$ cat src/rtl/dma_cmpl_pkg.sv
package dma_cmpl_pkg;
    localparam int DATA_W = 32;

    localparam logic [DATA_W-1:0] RES_VALID = 32'h8000_0000;
    localparam logic [DATA_W-1:0] RES_ERR   = 32'h0000_0008;
    localparam logic [DATA_W-1:0] RES_ABORT = 32'h0000_0004;
    localparam logic [DATA_W-1:0] RES_DONE  = 32'h0000_0002;

    typedef enum logic [2:0] {
        RG_NONE,
        RG_PTR,
        RG_RES,
        RG_ABORT,
        RG_STAT,
        RG_CFG,
        RG_SUM
    } reg_sel_e;

    typedef struct packed {
        logic              active;
        logic [1:0]        cfg;
        logic [DATA_W-1:0] ptr;
        logic [DATA_W-1:0] slot0;
        logic [DATA_W-1:0] slot1;
        logic [1:0]        fill;
    } chan_state_t;
endpackage

$ cat src/rtl/dma_cmpl_decode.sv
module dma_cmpl_decode
    import dma_cmpl_pkg::*;
#(
    parameter int ADDR_W   = 16,
    parameter int NUM_CH   = 16,
    parameter int VIEW_SEL = 0,
    localparam int CH_W    = $clog2(NUM_CH)
) (
    input  logic [ADDR_W-1:0] addr,
    output reg_sel_e          sel,
    output logic [CH_W-1:0]   chan
);
    localparam int VIEW_W = ADDR_W - 11;

    logic [10:0] off;
    logic [4:0]  blk;
    logic        in_view;

    always_comb begin
        off     = addr[10:0];
        blk     = off[10:6];
        chan    = off[2 +: CH_W];
        in_view = (addr[ADDR_W-1:11] == VIEW_W'(VIEW_SEL));
        sel     = RG_NONE;
        if (in_view) begin
            if (off == 11'h380) begin
                sel = RG_SUM;
            end else if (32'(off[5:2]) < NUM_CH) begin
                case (blk)
                    5'd0:    sel = RG_PTR;
                    5'd1:    sel = RG_RES;
                    5'd2:    sel = RG_ABORT;
                    5'd8:    sel = RG_STAT;
                    5'd12:   sel = RG_CFG;
                    default: sel = RG_NONE;
                endcase
            end
        end
    end
endmodule

$ cat src/rtl/dma_cmpl_chan.sv
module dma_cmpl_chan
    import dma_cmpl_pkg::*;
(
    input  logic              clk,
    input  logic              rst_n,
    input  logic              wr_ptr,
    input  logic              wr_abort,
    input  logic              wr_cfg,
    input  logic [DATA_W-1:0] wdata,
    input  logic              pop,
    input  logic              ev_done,
    input  logic              ev_fault,
    output logic              active,
    output logic [DATA_W-1:0] ptr,
    output logic [1:0]        cfg,
    output logic [DATA_W-1:0] head,
    output logic              pending
);
    chan_state_t state_d, state_q;
    logic              push;
    logic [DATA_W-1:0] res;
    logic              bus_hit;

    always_comb begin
        state_d = state_q;
        push    = 1'b0;
        res     = '0;
        bus_hit = wr_ptr | wr_abort | wr_cfg | pop;

        if (pop && state_d.fill != 2'd0) begin
            state_d.slot0 = state_d.slot1;
            state_d.slot1 = '0;
            state_d.fill  = state_d.fill - 2'd1;
        end

        if (wr_cfg) begin
            state_d.cfg = wdata[1:0];
        end

        if (wr_ptr) begin
            if (state_q.active) begin
                push = 1'b1;
                res  = RES_VALID | RES_ERR;
            end else begin
                state_d.active = 1'b1;
                state_d.ptr    = wdata;
            end
        end else if (wr_abort) begin
            if (state_q.active) begin
                state_d.active = 1'b0;
                if (state_q.cfg[1]) begin
                    push = 1'b1;
                    res  = RES_VALID | RES_ABORT;
                end
            end
        end else if (!bus_hit && state_q.active && ev_fault) begin
            state_d.active = 1'b0;
            push           = 1'b1;
            res            = RES_VALID | RES_ERR;
        end else if (!bus_hit && state_q.active && ev_done) begin
            state_d.active = 1'b0;
            push           = 1'b1;
            res            = RES_VALID | RES_DONE;
        end

        if (push) begin
            case (state_d.fill)
                2'd0: begin
                    state_d.slot0 = res;
                    state_d.fill  = 2'd1;
                end
                2'd1: begin
                    state_d.slot1 = res;
                    state_d.fill  = 2'd2;
                end
                default: state_d.slot1 = state_d.slot1 | RES_ERR;
            endcase
        end
    end

    always_ff @(posedge clk or negedge rst_n) begin
        if (!rst_n) state_q <= '0;
        else        state_q <= state_d;
    end

    assign active  = state_q.active;
    assign ptr     = state_q.ptr;
    assign cfg     = state_q.cfg;
    assign pending = (state_q.fill != 2'd0);
    assign head    = pending ? state_q.slot0 : '0;

    assert_fill_bound_R9: assert property (@(posedge clk) disable iff (!rst_n)
        state_q.fill <= 2'd2);

    assert_idle_event_ignored_R10: assert property (@(posedge clk) disable iff (!rst_n)
        (!state_q.active && !wr_ptr && (ev_done || ev_fault)) |=> (state_q.fill <= $past(state_q.fill)) && !state_q.active);

    assert_done_result_R2: assert property (@(posedge clk) disable iff (!rst_n)
        (state_q.active && ev_done && !ev_fault && !bus_hit && state_q.fill == 2'd0)
        |=> (state_q.fill == 2'd1) && (head == 32'h8000_0002) && !state_q.active);

    assert_busy_ptr_kept_R5: assert property (@(posedge clk) disable iff (!rst_n)
        (state_q.active && wr_ptr) |=> $stable(state_q.ptr) && state_q.active);

    assert_pop_drains_R6: assert property (@(posedge clk) disable iff (!rst_n)
        (pop && !state_q.active && !wr_ptr && state_q.fill != 2'd0)
        |=> state_q.fill == $past(state_q.fill) - 2'd1);

    assert_overflow_marks_R9: assert property (@(posedge clk) disable iff (!rst_n)
        (state_q.active && ev_fault && !bus_hit && state_q.fill == 2'd2)
        |=> (state_q.fill == 2'd2) && state_q.slot1[3]);
endmodule

$ cat src/rtl/dma_cmpl_irq.sv
module dma_cmpl_irq #(
    parameter int NUM_CH = 16
) (
    input  logic              clk,
    input  logic              rst_n,
    input  logic [NUM_CH-1:0] pending,
    input  logic [NUM_CH-1:0] ien,
    output logic [NUM_CH-1:0] summary,
    output logic              irq
);
    assign summary = pending;
    assign irq     = |(pending & ien);

    assert_irq_needs_source_R8: assert property (@(posedge clk) disable iff (!rst_n)
        irq |-> (summary != '0));
endmodule

$ cat src/rtl/dma_cmpl_unit.sv
module dma_cmpl_unit
    import dma_cmpl_pkg::*;
#(
    parameter int ADDR_W   = 16,
    parameter int NUM_CH   = 16,
    parameter int VIEW_SEL = 0
) (
    input  logic              clk,
    input  logic              rst_n,
    input  logic [ADDR_W-1:0] bus_addr,
    input  logic              bus_wr,
    input  logic [31:0]       bus_wdata,
    input  logic              bus_rd,
    output logic [31:0]       bus_rdata,
    input  logic [NUM_CH-1:0] ev_done,
    input  logic [NUM_CH-1:0] ev_fault,
    output logic [NUM_CH-1:0] chan_active,
    output logic              irq
);
    localparam int CH_W = $clog2(NUM_CH);

    reg_sel_e           sel;
    logic [CH_W-1:0]    chan;
    logic [NUM_CH-1:0]  pending;
    logic [NUM_CH-1:0]  ien;
    logic [NUM_CH-1:0]  summary;
    logic [DATA_W-1:0]  ptr_v  [NUM_CH];
    logic [DATA_W-1:0]  head_v [NUM_CH];
    logic [1:0]         cfg_v  [NUM_CH];

    dma_cmpl_decode #(
        .ADDR_W  (ADDR_W),
        .NUM_CH  (NUM_CH),
        .VIEW_SEL(VIEW_SEL)
    ) decode_i (
        .addr(bus_addr),
        .sel (sel),
        .chan(chan)
    );

    for (genvar g = 0; g < NUM_CH; g++) begin : g_chan
        logic hit;
        assign hit = (chan == CH_W'(g));

        dma_cmpl_chan chan_i (
            .clk     (clk),
            .rst_n   (rst_n),
            .wr_ptr  (bus_wr && hit && sel == RG_PTR),
            .wr_abort(bus_wr && hit && sel == RG_ABORT),
            .wr_cfg  (bus_wr && hit && sel == RG_CFG),
            .wdata   (bus_wdata),
            .pop     (bus_rd && hit && sel == RG_RES),
            .ev_done (ev_done[g]),
            .ev_fault(ev_fault[g]),
            .active  (chan_active[g]),
            .ptr     (ptr_v[g]),
            .cfg     (cfg_v[g]),
            .head    (head_v[g]),
            .pending (pending[g])
        );

        assign ien[g] = cfg_v[g][0];
    end

    dma_cmpl_irq #(.NUM_CH(NUM_CH)) irq_i (
        .clk    (clk),
        .rst_n  (rst_n),
        .pending(pending),
        .ien    (ien),
        .summary(summary),
        .irq    (irq)
    );

    always_comb begin
        bus_rdata = '0;
        if (bus_rd) begin
            case (sel)
                RG_PTR:  bus_rdata = ptr_v[chan];
                RG_RES:  bus_rdata = head_v[chan];
                RG_STAT: bus_rdata = {30'd0, pending[chan], chan_active[chan]};
                RG_CFG:  bus_rdata = {30'd0, cfg_v[chan]};
                RG_SUM:  bus_rdata = 32'(summary);
                default: bus_rdata = '0;
            endcase
        end
    end

    assert_summary_tracks_R7: assert property (@(posedge clk) disable iff (!rst_n)
        (bus_rd && sel == RG_SUM) |-> (bus_rdata == 32'(pending)));

    assert_offview_silent_R11: assert property (@(posedge clk) disable iff (!rst_n)
        (bus_rd && sel == RG_NONE) |-> (bus_rdata == 32'd0));
endmodule

$ cat config.mk
export PLATFORM = sky130hd
export DESIGN_NAME = dma_cmpl_unit
export DESIGN_NICKNAME = d
export VERILOG_FILES = /design/src/rtl/dma_cmpl_pkg.sv /design/src/rtl/dma_cmpl_decode.sv /design/src/rtl/dma_cmpl_chan.sv /design/src/rtl/dma_cmpl_irq.sv /design/src/rtl/dma_cmpl_unit.sv
export SDC_FILE = /design/constraint.sdc
export NUM_CORES = 2
export LEC_CHECK = 0
export CAP_MARGIN = 30
export CORE_ASPECT_RATIO = 0.9
export CORE_UTILIZATION = 35
export CTS_CLUSTER_DIAMETER = 30
export DETAILED_ROUTE_END_ITERATION = 12
export SLEW_MARGIN = 20
export SYNTH_ARGS = -nofsm -noshare
export SYNTH_HDL_FRONTEND = slang
export SYNTH_SLANG_ARGS = --single-unit
$ cat constraint.sdc
create_clock -name clk -period 8 [get_ports clk]
set_input_delay 0.8 -clock clk [delete_from_list [all_inputs] [get_ports clk]]
set_output_delay 0.8 -clock clk [all_outputs]
set_load 0.05 [all_outputs]
==> flow_metrics.tcl <==
set metrics [dict create \
    synthesis.nets 6605 \
    post_synth_xor_area_fraction_pct 0.203 \
    post_drt_wl_per_cell_um 25.5 \
    design.final.nets 6758 \
    synth_compound_gate_area_share_pct 9.90 \
    pwr_density_cell_nw_per_um2 269 \
    post_synth_mux_area_share_pct 15.2 \
    worst-endpoint-required_ps 7200 \
    cts_post_setup_buffers_inserted 0 \
    clockRootBuffer "sky130_fd_sc_hd__clkbuf_16" \
    timing.final.crit_period_ps 6330 \
    final_number_of_setup_violating_endpoints 0 \
    postLayoutSetupSlackWorst_ps 1670 \
    io_buffers 132 \
    outcome "finished, final reports clean" \
    clkLatencyLatePin_ps 950 \
    floorplan.core_area_um2 208000 \
    grt_max_degree 184 \
    cts_made_buffers 354 \
    critical_path_class "flip-flop to output pin" \
    boundaryPins 133 \
    timing_max_transition_violations_final 0 \
    post_cts_resize_count 0 \
    fin_crit_sh_pct 79.2 \
    track_usage_pct 23.2 \
    setup_crit_end_kind "output pin" \
    drt_iter0_markers 4692 \
    clock_tree.htree_level_count 5 \
    worst_clock_skew_ps 90.2 \
    cp_cell_sequence "inv_1 > ha_1 > nor2b_2 > buf_4 > a21oi_1 > a211oi_1 > o41ai_1 > a21oi_1 > clkdlybuf4s50_1" \
    placement.setup.worst_slack_ps 1990 \
    std_cell_rows 159 \
    post_synth_and_or_nand_nor_area_fraction_pct 14.4 \
    stdcell_count 9625 \
    floorplan.die.height_um 436 \
    ys_seq_elements 1616 \
    netlist-cell-type-count 88 \
    clock_tree_from_tritoncts "built" \
    syn_to_final_growth_pct 22.6 \
    first_pass_iters 6 \
    rsz_0062_raised_after_global_routing "no" \
    yosys_most_used_dff "sky130_fd_sc_hd__dfrtp_1" \
    wire_length_of_the_first_global_routing_pass_um 366000 \
    seq_area_frac_synth_pct 55.1 \
    syn-cell-area_um2 73300 \
    clk_pin_slew_worst_paths_ps 50 \
    initial_core_util_pct 35.2 \
    max-slew-margin-rel_pct 28.0 \
    cts_max_path_buffers 4 \
    worst_slew_pin_slew_ps 1070 \
    finalWirelength_um 245000 \
    vias 52200 \
    design.die.area_um2 211000 \
    overall_power_uw 24200 \
    synthAdderAreaFrac_pct 1.09 \
    synth_warnings 0 \
    power.leakage_uw 0.0409 \
    dieWidth_um 485 \
    grt_antenna_before_repair 22 \
    hold_class "flip-flop to flip-flop" \
    fmax_mhz 158 \
    antenna_left 0 \
    gr_overflow_total 0 \
    grt_pass1_vias 53400 \
    start_kind "flip-flop" \
    worst-path-buf-inv 3 \
    number_of_hold_buffers_added_after_cts 1 \
    remaining_drc_errors 0 \
    maxCapViolations 0 \
    main_combinational_cell_family_by_area_after_synthesis "multiplexers" \
    ir_drop_mv 0.245 \
    critPathTopFamily "compound AO/OA/AOI/OAI gates" \
    crit_top_cell "sky130_fd_sc_hd__a21oi_1" \
    syn-instance-count 6457 \
    gpl.final_weighted_congestion 0.986 \
    cp.arrival_ps 5530 \
    post_route_cells_drive_above_1_share_pct 22.2 \
    hpwl_um 159000 \
    hold_viol 0 \
    path_max_fanout 18 \
    ffs_w_async_s_r_synth_pct 100 \
    clkSinkCount 1616 \
    place.detailed.instances 8983 \
    finalSetupTns_ps 0 \
    cp_slowest_stage_delay_ps 910 \
    critical-path-slowest-cell "sky130_fd_sc_hd__clkdlybuf4s50_1" \
    routed_via_density 5.43 \
    synth_enable_flop_cells 0 \
    synth.avg_cell_area_um2 11.4 \
]
cell usage after synthesis (all sizes together), types with 18 or more instances:
cell    number  area, µm²
nor2       108        433
a22o        18        158
nand2     1068       4010
and2       434       2720
nand4       20        131
nor3       103        753
nand3b      18        148
and3        44        275
buf        174       1140
mux4       183       4120
o41ai       25        219
nor2b      191       1190
nand3       27        135
mux2i       92        921
a211oi     172       1290
mux2       545       6140
or3         22        143
a21oi      630       3280
o21ai      141        721
inv        149        559
a31oi       27        175
ha          64        801
o22ai       19        119
dfrtp     1616      40400
clkbuf     333       1250
cell families after synthesis:
family	count (synthesis)
compound gates	1176
xor+xnor	17
fa+ha+maj	64
buf+inv	656
flops	1616
mux	820
simple gates	2108
path summary, 6_finish.rpt:
kind,from,to,slack [ps],cells past startpoint
max,g_chan[11].chan_i.state_q[0],bus_rdata[17],1670,9
max in group asynchronous,rst_n,g_chan[14].chan_i.state_q[53],5250,4
max reg2reg,g_chan[11].chan_i.state_q[0],g_chan[11].chan_i.state_q[37],3740,11
min reg2reg,g_chan[13].chan_i.state_q[24],g_chan[13].chan_i.state_q[56],440,2
min in group asynchronous,rst_n,g_chan[5].chan_i.state_q[12],550,2
min,g_chan[13].chan_i.state_q[24],g_chan[13].chan_i.state_q[56],440,2
registers in the layout, summed over array words and instances (netlist names):
name	cells
g_chan.chan_i.ptr	512
g_chan.chan_i.active	16
g_chan.chan_i.state_q	1056
g_chan.chan_i.cfg	32
metrics by stage:
| step | hold WS [ps] | util (%) | area (µm²) |
|---|---|---|---|
| final | 438 | 43.1 | 89900 |
| after global routing | 464 | 43.1 | 89900 |
| after CTS | 439 | 43.1 | 89800 |
| after detailed placement | 464 | 37.1 | 77400 |
| after global placement | 462 | 37.0 | 77200 |
| after floorplan | 446 | - | 73300 |
routing by layer:
layer / track usage [%] / vias to the layer above / wire length, µm
li1: - / 22800 / -
met1: 30.7 / 26900 / 104000
met2: 34.6 / 1854 / 109000
met3: 5.71 / 591 / 17400
met4: 13.2 / 20 / 14400
met5: 0 / - / 149
tightest hold or removal path, stage by stage, from the launching register on:
cell and delay, ps:
sky130_fd_sc_hd__dfrtp_1 360, sky130_fd_sc_hd__nand2_1 60, sky130_fd_sc_hd__a21oi_1 60
placed cells by master, fill, tap and decap left out, types with 14 or more instances in the layout:
master / instances
sky130_fd_sc_hd__clkinvlp_4: 35
sky130_fd_sc_hd__nand4_1: 19
sky130_fd_sc_hd__nor2b_1: 180
sky130_fd_sc_hd__mux2_2: 419
sky130_fd_sc_hd__mux4_2: 183
sky130_fd_sc_hd__o22ai_1: 19
sky130_fd_sc_hd__a21oi_2: 34
sky130_fd_sc_hd__or3_1: 19
sky130_fd_sc_hd__a21oi_1: 596
sky130_fd_sc_hd__nand3_1: 27
sky130_fd_sc_hd__clkdlybuf4s50_1: 127
sky130_fd_sc_hd__clkbuf_8: 37
sky130_fd_sc_hd__mux2i_1: 92
sky130_fd_sc_hd__xnor2_1: 17
sky130_fd_sc_hd__inv_6: 23
sky130_fd_sc_hd__buf_4: 139
sky130_fd_sc_hd__nand2_1: 1066
sky130_fd_sc_hd__o2bb2ai_1: 14
sky130_fd_sc_hd__clkbuf_16: 359
sky130_fd_sc_hd__and3_1: 44
sky130_fd_sc_hd__a31oi_1: 23
sky130_fd_sc_hd__clkinv_2: 56
sky130_fd_sc_hd__inv_1: 149
sky130_fd_sc_hd__and2_1: 432
sky130_fd_sc_hd__clkbuf_1: 21
sky130_fd_sc_hd__a211oi_1: 164
sky130_fd_sc_hd__dfrtp_1: 1616
sky130_fd_sc_hd__o21ai_0: 137
sky130_fd_sc_hd__a22o_1: 18
sky130_fd_sc_hd__clkinv_4: 32
sky130_fd_sc_hd__nor3_4: 21
sky130_fd_sc_hd__nor2_1: 93
sky130_fd_sc_hd__nand3b_1: 17
sky130_fd_sc_hd__nor3_1: 72
sky130_fd_sc_hd__o41ai_1: 23
sky130_fd_sc_hd__mux2_1: 126
sky130_fd_sc_hd__bufinv_16: 56
sky130_fd_sc_hd__o211ai_1: 14
sky130_fd_sc_hd__ha_1: 64
cell type report:
type / count / area [µm²]
clock inverter: 207 / 2770
clock buffer: 417 / 9570
inverter: 149 / 559
fill: 19000 / 119000
sequential: 1616 / 40400
tap: 2737 / 3420
multi-input combinational: 4185 / 30200
antenna: 10 / 25.0
timing repair buffer: 304 / 2920
power by group:
part / leakage [µW] / internal [µW] / switching (µW)
clock network: 0.00600 / 10300 / 4750
registers: 0.0225 / 8230 / 22.4
logic: 0.0123 / 223 / 653
Note: power is estimated with default switching activity, not from simulation.
